### config.mk
export PLATFORM = sky130hd
export DESIGN_NAME = va_xlate_cache
export DESIGN_NICKNAME = d
export VERILOG_FILES = /design/src/rtl/xlate_pkg.sv /design/src/rtl/xlate_cam.sv /design/src/rtl/xlate_victim.sv /design/src/rtl/va_xlate_cache.sv
export SDC_FILE = /design/constraint.sdc
export NUM_CORES = 2
export LEC_CHECK = 0
export BUFFER_PORTS_ARGS = -buffer_cell sky130_fd_sc_hd__buf_2
export CORE_ASPECT_RATIO = 0.9
export CORE_UTILIZATION = 35
export DETAILED_ROUTE_END_ITERATION = 7
export PLACE_DENSITY = 0.48
export SYNTH_ARGS = -nofsm -noshare
export SYNTH_HDL_FRONTEND = slang
export SYNTH_SLANG_ARGS = --single-unit
### constraint.sdc
create_clock -name clk -period 3.6 [get_ports clk]
set_input_delay 0.54 -clock clk [delete_from_list [all_inputs] [get_ports clk]]
set_output_delay 0.54 -clock clk [all_outputs]
set_load 0.1 [all_outputs]
### src/rtl/xlate_pkg.sv
package xlate_pkg;

    localparam int PERM_W = 3;
    localparam int PERM_RD = 0;
    localparam int PERM_WR = 1;
    localparam int PERM_EX = 2;

    typedef enum logic [1:0] {
        ACC_READ  = 2'd0,
        ACC_WRITE = 2'd1,
        ACC_EXEC  = 2'd2,
        ACC_RSVD  = 2'd3
    } acc_e;

    // Returns 1 when the permission set allows the access kind.
    function automatic logic perm_allows(logic [PERM_W-1:0] perm, acc_e acc);
        logic ok;
        case (acc)
            ACC_READ:  ok = perm[PERM_RD];
            ACC_WRITE: ok = perm[PERM_WR];
            ACC_EXEC:  ok = perm[PERM_EX];
            default:   ok = 1'b0;
        endcase
        return ok;
    endfunction

endpackage

### src/rtl/xlate_cam.sv
module xlate_cam #(
    parameter int NUM_ENT = 8,
    parameter int VPN_W   = 30,
    parameter int ASID_W  = 8
) (
    input  logic [NUM_ENT-1:0]             vld,
    input  logic [NUM_ENT-1:0][VPN_W-1:0]  tag_vpn,
    input  logic [NUM_ENT-1:0][ASID_W-1:0] tag_asid,
    input  logic [VPN_W-1:0]               key_vpn,
    input  logic [ASID_W-1:0]              key_asid,
    output logic [NUM_ENT-1:0]             match
);

    // One comparator per slot, all working in parallel.
    for (genvar g = 0; g < NUM_ENT; g++) begin : g_cmp
        assign match[g] = vld[g]
                       && (tag_vpn[g] == key_vpn)
                       && (tag_asid[g] == key_asid);
    end

endmodule

### src/rtl/xlate_victim.sv
module xlate_victim #(
    parameter int NUM_ENT = 8,
    parameter int IDX_W   = 3
) (
    input  logic [NUM_ENT-1:0] vld,
    input  logic [IDX_W-1:0]   rr_ptr,
    output logic [IDX_W-1:0]   slot,
    output logic               use_rr
);

    // The lowest free slot wins. With no free slot, fall back to the pointer.
    always_comb begin
        slot   = rr_ptr;
        use_rr = 1'b1;
        for (int i = NUM_ENT - 1; i >= 0; i--) begin
            if (!vld[i]) begin
                slot   = IDX_W'(i);
                use_rr = 1'b0;
            end
        end
    end

endmodule

### src/rtl/va_xlate_cache.sv
module va_xlate_cache
    import xlate_pkg::*;
#(
    parameter int NUM_ENT = 8,
    parameter int VPN_W   = 30,
    parameter int ASID_W  = 8,
    parameter int PPN_W   = 21,
    parameter int OFF_W   = 13
) (
    input  logic                     clk,
    input  logic                     rst_n,
    input  logic                     lk_valid,
    input  logic [VPN_W-1:0]         lk_vpn,
    input  logic [ASID_W-1:0]        lk_asid,
    input  logic [OFF_W-1:0]         lk_off,
    input  logic [1:0]               lk_acc,
    input  logic                     rf_valid,
    input  logic [VPN_W-1:0]         rf_vpn,
    input  logic [ASID_W-1:0]        rf_asid,
    input  logic [PPN_W-1:0]         rf_ppn,
    input  logic [PERM_W-1:0]        rf_perm,
    input  logic                     fl_all,
    input  logic                     fl_one,
    input  logic [ASID_W-1:0]        fl_asid,
    output logic                     rsp_valid,
    output logic                     rsp_hit,
    output logic                     rsp_miss,
    output logic                     rsp_fault,
    output logic [PPN_W-1:0]         rsp_ppn,
    output logic [PPN_W+OFF_W-1:0]   rsp_pa
);

    localparam int IDX_W = (NUM_ENT > 1) ? $clog2(NUM_ENT) : 1;
    localparam int PA_W  = PPN_W + OFF_W;
    localparam logic [IDX_W-1:0] LAST_IDX = IDX_W'(NUM_ENT - 1);

    typedef struct packed {
        logic [NUM_ENT-1:0]             vld;
        logic [NUM_ENT-1:0][VPN_W-1:0]  vpn;
        logic [NUM_ENT-1:0][ASID_W-1:0] asid;
        logic [NUM_ENT-1:0][PPN_W-1:0]  ppn;
        logic [NUM_ENT-1:0][PERM_W-1:0] perm;
        logic [IDX_W-1:0]               rr;
        logic                           o_vld;
        logic                           o_hit;
        logic                           o_miss;
        logic                           o_flt;
        logic [PPN_W-1:0]               o_ppn;
        logic [PA_W-1:0]                o_pa;
    } state_t;

    state_t s_q, s_d;

    logic [NUM_ENT-1:0] lk_match;
    logic [NUM_ENT-1:0] rf_match;
    logic [NUM_ENT-1:0] valid_q;
    logic [IDX_W-1:0]   vic_slot;
    logic               vic_use_rr;

    assign valid_q = s_q.vld;

    // Search port for lookups.
    xlate_cam #(
        .NUM_ENT (NUM_ENT),
        .VPN_W   (VPN_W),
        .ASID_W  (ASID_W)
    ) u_cam_lk (
        .vld      (s_q.vld),
        .tag_vpn  (s_q.vpn),
        .tag_asid (s_q.asid),
        .key_vpn  (lk_vpn),
        .key_asid (lk_asid),
        .match    (lk_match)
    );

    // Search port for refills: finds an existing copy to rewrite.
    xlate_cam #(
        .NUM_ENT (NUM_ENT),
        .VPN_W   (VPN_W),
        .ASID_W  (ASID_W)
    ) u_cam_rf (
        .vld      (s_q.vld),
        .tag_vpn  (s_q.vpn),
        .tag_asid (s_q.asid),
        .key_vpn  (rf_vpn),
        .key_asid (rf_asid),
        .match    (rf_match)
    );

    xlate_victim #(
        .NUM_ENT (NUM_ENT),
        .IDX_W   (IDX_W)
    ) u_victim (
        .vld    (s_q.vld),
        .rr_ptr (s_q.rr),
        .slot   (vic_slot),
        .use_rr (vic_use_rr)
    );

    logic [PPN_W-1:0]  hit_ppn;
    logic [PERM_W-1:0] hit_perm;
    logic              any_hit;
    logic              allowed;
    logic [IDX_W-1:0]  rf_idx;
    logic [IDX_W-1:0]  wr_idx;

    always_comb begin
        s_d = s_q;

        // Gather the single matching entry (an OR of one-hot selections).
        hit_ppn  = '0;
        hit_perm = '0;
        for (int i = 0; i < NUM_ENT; i++) begin
            if (lk_match[i]) begin
                hit_ppn  = hit_ppn  | s_q.ppn[i];
                hit_perm = hit_perm | s_q.perm[i];
            end
        end
        any_hit = |lk_match;
        allowed = perm_allows(hit_perm, acc_e'(lk_acc));

        // Response, taken from the contents before this cycle's update.
        s_d.o_vld  = lk_valid;
        s_d.o_hit  = lk_valid && any_hit && allowed;
        s_d.o_flt  = lk_valid && any_hit && !allowed;
        s_d.o_miss = lk_valid && !any_hit;
        s_d.o_ppn  = (lk_valid && any_hit && allowed) ? hit_ppn : '0;
        s_d.o_pa   = (lk_valid && any_hit && allowed) ? {hit_ppn, lk_off} : '0;

        // Slot of an existing copy of the refill translation.
        rf_idx = '0;
        for (int i = 0; i < NUM_ENT; i++) begin
            if (rf_match[i]) begin
                rf_idx = IDX_W'(i);
            end
        end
        wr_idx = (|rf_match) ? rf_idx : vic_slot;

        // Contents update: a flush overrides a refill in the same cycle.
        if (fl_all) begin
            s_d.vld = '0;
        end else if (fl_one) begin
            for (int i = 0; i < NUM_ENT; i++) begin
                if (s_q.asid[i] == fl_asid) begin
                    s_d.vld[i] = 1'b0;
                end
            end
        end else if (rf_valid) begin
            s_d.vld[wr_idx]  = 1'b1;
            s_d.vpn[wr_idx]  = rf_vpn;
            s_d.asid[wr_idx] = rf_asid;
            s_d.ppn[wr_idx]  = rf_ppn;
            s_d.perm[wr_idx] = rf_perm;
            if (!(|rf_match) && vic_use_rr) begin
                s_d.rr = (s_q.rr == LAST_IDX) ? '0 : s_q.rr + 1'b1;
            end
        end
    end

    always_ff @(posedge clk) begin
        if (!rst_n) begin
            s_q <= '0;
        end else begin
            s_q <= s_d;
        end
    end

    assign rsp_valid = s_q.o_vld;
    assign rsp_hit   = s_q.o_hit;
    assign rsp_miss  = s_q.o_miss;
    assign rsp_fault = s_q.o_flt;
    assign rsp_ppn   = s_q.o_ppn;
    assign rsp_pa    = s_q.o_pa;

endmodule

==> results.md <==
- Run status: complete, but fails checks
- Failing checks: setup timing
- First DRT Iteration DRCs: 2,957
- CP max stage delay: 680 ps
- Clock sink count: 545
- Post-Route Skew: 29.8 ps
- Worst path top cell family by delay: simple AND/OR/NAND/NOR gates
- Tot Pwr: 14.9 mW
- Share of layout cells above drive strength 1: 27.3%
- Total gr overflow: 0
- Max-cap violation count: 0
- Die area: 83,300 µm²
- Slowest cell on crit path: nor4_1
- Most frequent cells in the layout: 582 x buf_4, 571 x nand2_1, 535 x dfxtp_1, 497 x mux2i_1, 353 x xnor2_1
- Drt wl/cell: 31.3 µm
- Final wirelength: 149 mm
- DP Cell Count: 4,630
- Worst-Skew Late Latency: 640 ps
- Crit path DAT: 4140 ps
- Distinct cell type count after synthesis: 54
- Die span in y: 274 µm
- Vias: 25,652
- Area occupied by multi-input gates: 16,500 µm²
- Sequential element share of the synthesized area: 38.0%
- Number of synthesized flops with an enable pin: 0
- Fmax: 275 MHz
- Largest net degree at the start of global routing: 82
- Clk Tree Root Cell: clkbuf_16
- Mean Syn Cell Area: 9.46 µm²
- DRC: 0
- WP buf/inv: 5
- # setup viols final: 2
- Cells after Synth: 3,038
- CTS tree: yes
- First-pass GRT wire length: 199 mm
- Commonest non-fill, non-tap cell in the layout: buf_4
- CTS buffer count: 66
- Synth async-reset ratio: 0%
- Row count: 99
- GRT Resource Usage Total: 34.5%
- Hold Crit Class: in -> reg
- Critical Path End Type: register
- Nets: 3,780
- Relative slew slack: 44.6%
- P_leak: 15.8 nW
- Core area: 81,100 µm²
- Design area: 37,500 µm²
- H-tree lvl count: 3
- Synthesis-stage register bit count: 545
- Post-DRT Antenna Nets: 0
- Boundary Pins: 188
- Final non-filler cell total: 4,759
- PortBufs: 187
- Fillers: 7,832
- Routability cong.: 1.05
- Max Slew Vio Count: 0
- Synthesized area: 28,700 µm²
- Yosys top cell area share: 38.0%
- CP Class: reg -> reg
- CP Cell Sequence: buf_4 > xor2_1 > buf_4 > nor4_1 > nand4_1 > nor4_2 > buf_4 > a221oi_1 > a31oi_1 > buf_4 > o211ai_4 > buf_12 > a31oi_1
- Setup TNS: -36.4 ps
- Chip Width: 304 µm
- Clock-pin transition on the worst setup and hold timing paths: 60 ps
- Worst vdd ir: 0.327 mV
- Post-Syn Nets: 3,169
- Most frequent CP cell: buf_4
- Starting density of the core: 35.4%
- Post-route minimum period: 3630 ps
- Syn-to-layout area delta: 30.6%
- DRT Pass-1 Iters: 5
- Cell area after placement: 34,600 µm²
- Worst slew pin tran: 823 ps
- DR vias/cell: 5.39
- Max FO, Critical Path: 6
- Final hold violation count: 0
- Initial antenna violation count: 11
- PwrDens: 398 nW/µm²
- Final period util: 101%
- Clock Path Buffers: 3
- Warnings from Yosys: 0
- Startpoint Class: register
- FF+latch area: 10,900 µm²
- Worst EP required: 4100 ps
- Primary FF master, synth: dfxtp_1
- Worst Slack Setup Final: -34.4 ps
- Area contributors post-synth: dfxtp_1 38%, mux2i_1 17%, xnor2_1 11%, xor2_1 9.0%, nand2_1 7.5%
- Hpwl dp: 116 mm
- Hold_sp: lk_off[6]
- Vias in the first global route: 24,946
- Synth area leader: dfxtp_1
-- where the power goes --
part           internal [mW]  switching (mW)
sequential              6.06          0.0280
combinational          0.650            1.16
clock                   4.14            2.90
-- synthesized netlist by cell type (11+ instances only) --
master,instances
buf_2,65
buf_6,17
inv_1,29
nand2_1,571
xnor2_1,367
a22oi_1,44
nand3_1,25
a221oi_1,25
dfxtp_1,545
nor2_1,29
xor2_1,294
mux2i_1,498
nor3_1,11
a31oi_1,28
nand4_1,106
buf_4,97
nor4_1,91
a22o_1,26
clkbuf_1,86
-- final cells by class --
type,count,share of cell area (%)
clock inverter,25,0.944
antenna,1,0.00667
multi-input combinational,2183,44.0
tap,1060,3.53
timing repair buffer,824,17.2
clock buffer,92,4.96
inverter,29,0.290
sequential,545,29.1
-- kinds of logic after synthesis --
group	count (synthesis)	synth area share, %
and+or+nand+nor	862	13.6
xor gates and xnor gates	661	20.1
DFF	545	38.0
buffers and inverters	311	6.63
muxes	499	17.4
AOI/OAI and AO/OA	158	4.21
adders and majority gates	2	0.0871
-- what timing repair did --
action / CTS / global route
hold buffers: 0 / 0
buffers inserted: 3 / 2
pin swaps: 3 / 15
endpoints found under the setup margin: 525 / 522
gates resized for setup: 19 / 71
cloned: 0 / 7
-- tightest hold or removal path: cells and delay by family --
family,cells,cell delay (ps)
AND/OR/NAND/NOR,1,30
buffers and inverters,2,130
-- layer usage --
layer  up-vias  routed length, µm  GRT usage [%]
li1      11470                  -              -
met1     12842              69800           49.7
met2      1154              59600           48.4
met3       178              15200           11.1
met4         8               4370           9.58
met5         -                 43              0
-- worst paths after layout --
path,to,slack [ps],cells after the start
worst min register to register,register,460,2
worst min-delay path,rsp_pa[6],130,3
worst max register to register,rsp_ppn[20],-30,13
worst max-delay path,rsp_ppn[20],-30,13
-- through the flow --
step	worst slack [ps]	hold slack [ps]	utilization, %
2_1_floorplan	470	434	-
3_3_place_gp	-743	441	42.6
3_5_place_dp	-757	447	42.6
4_1_cts	-4.02	99.5	45.5
5_1_grt	-32.6	112	46.3
6_report	-34.4	132	46.3
No activity file was read; power rests on OpenSTA's default activity.
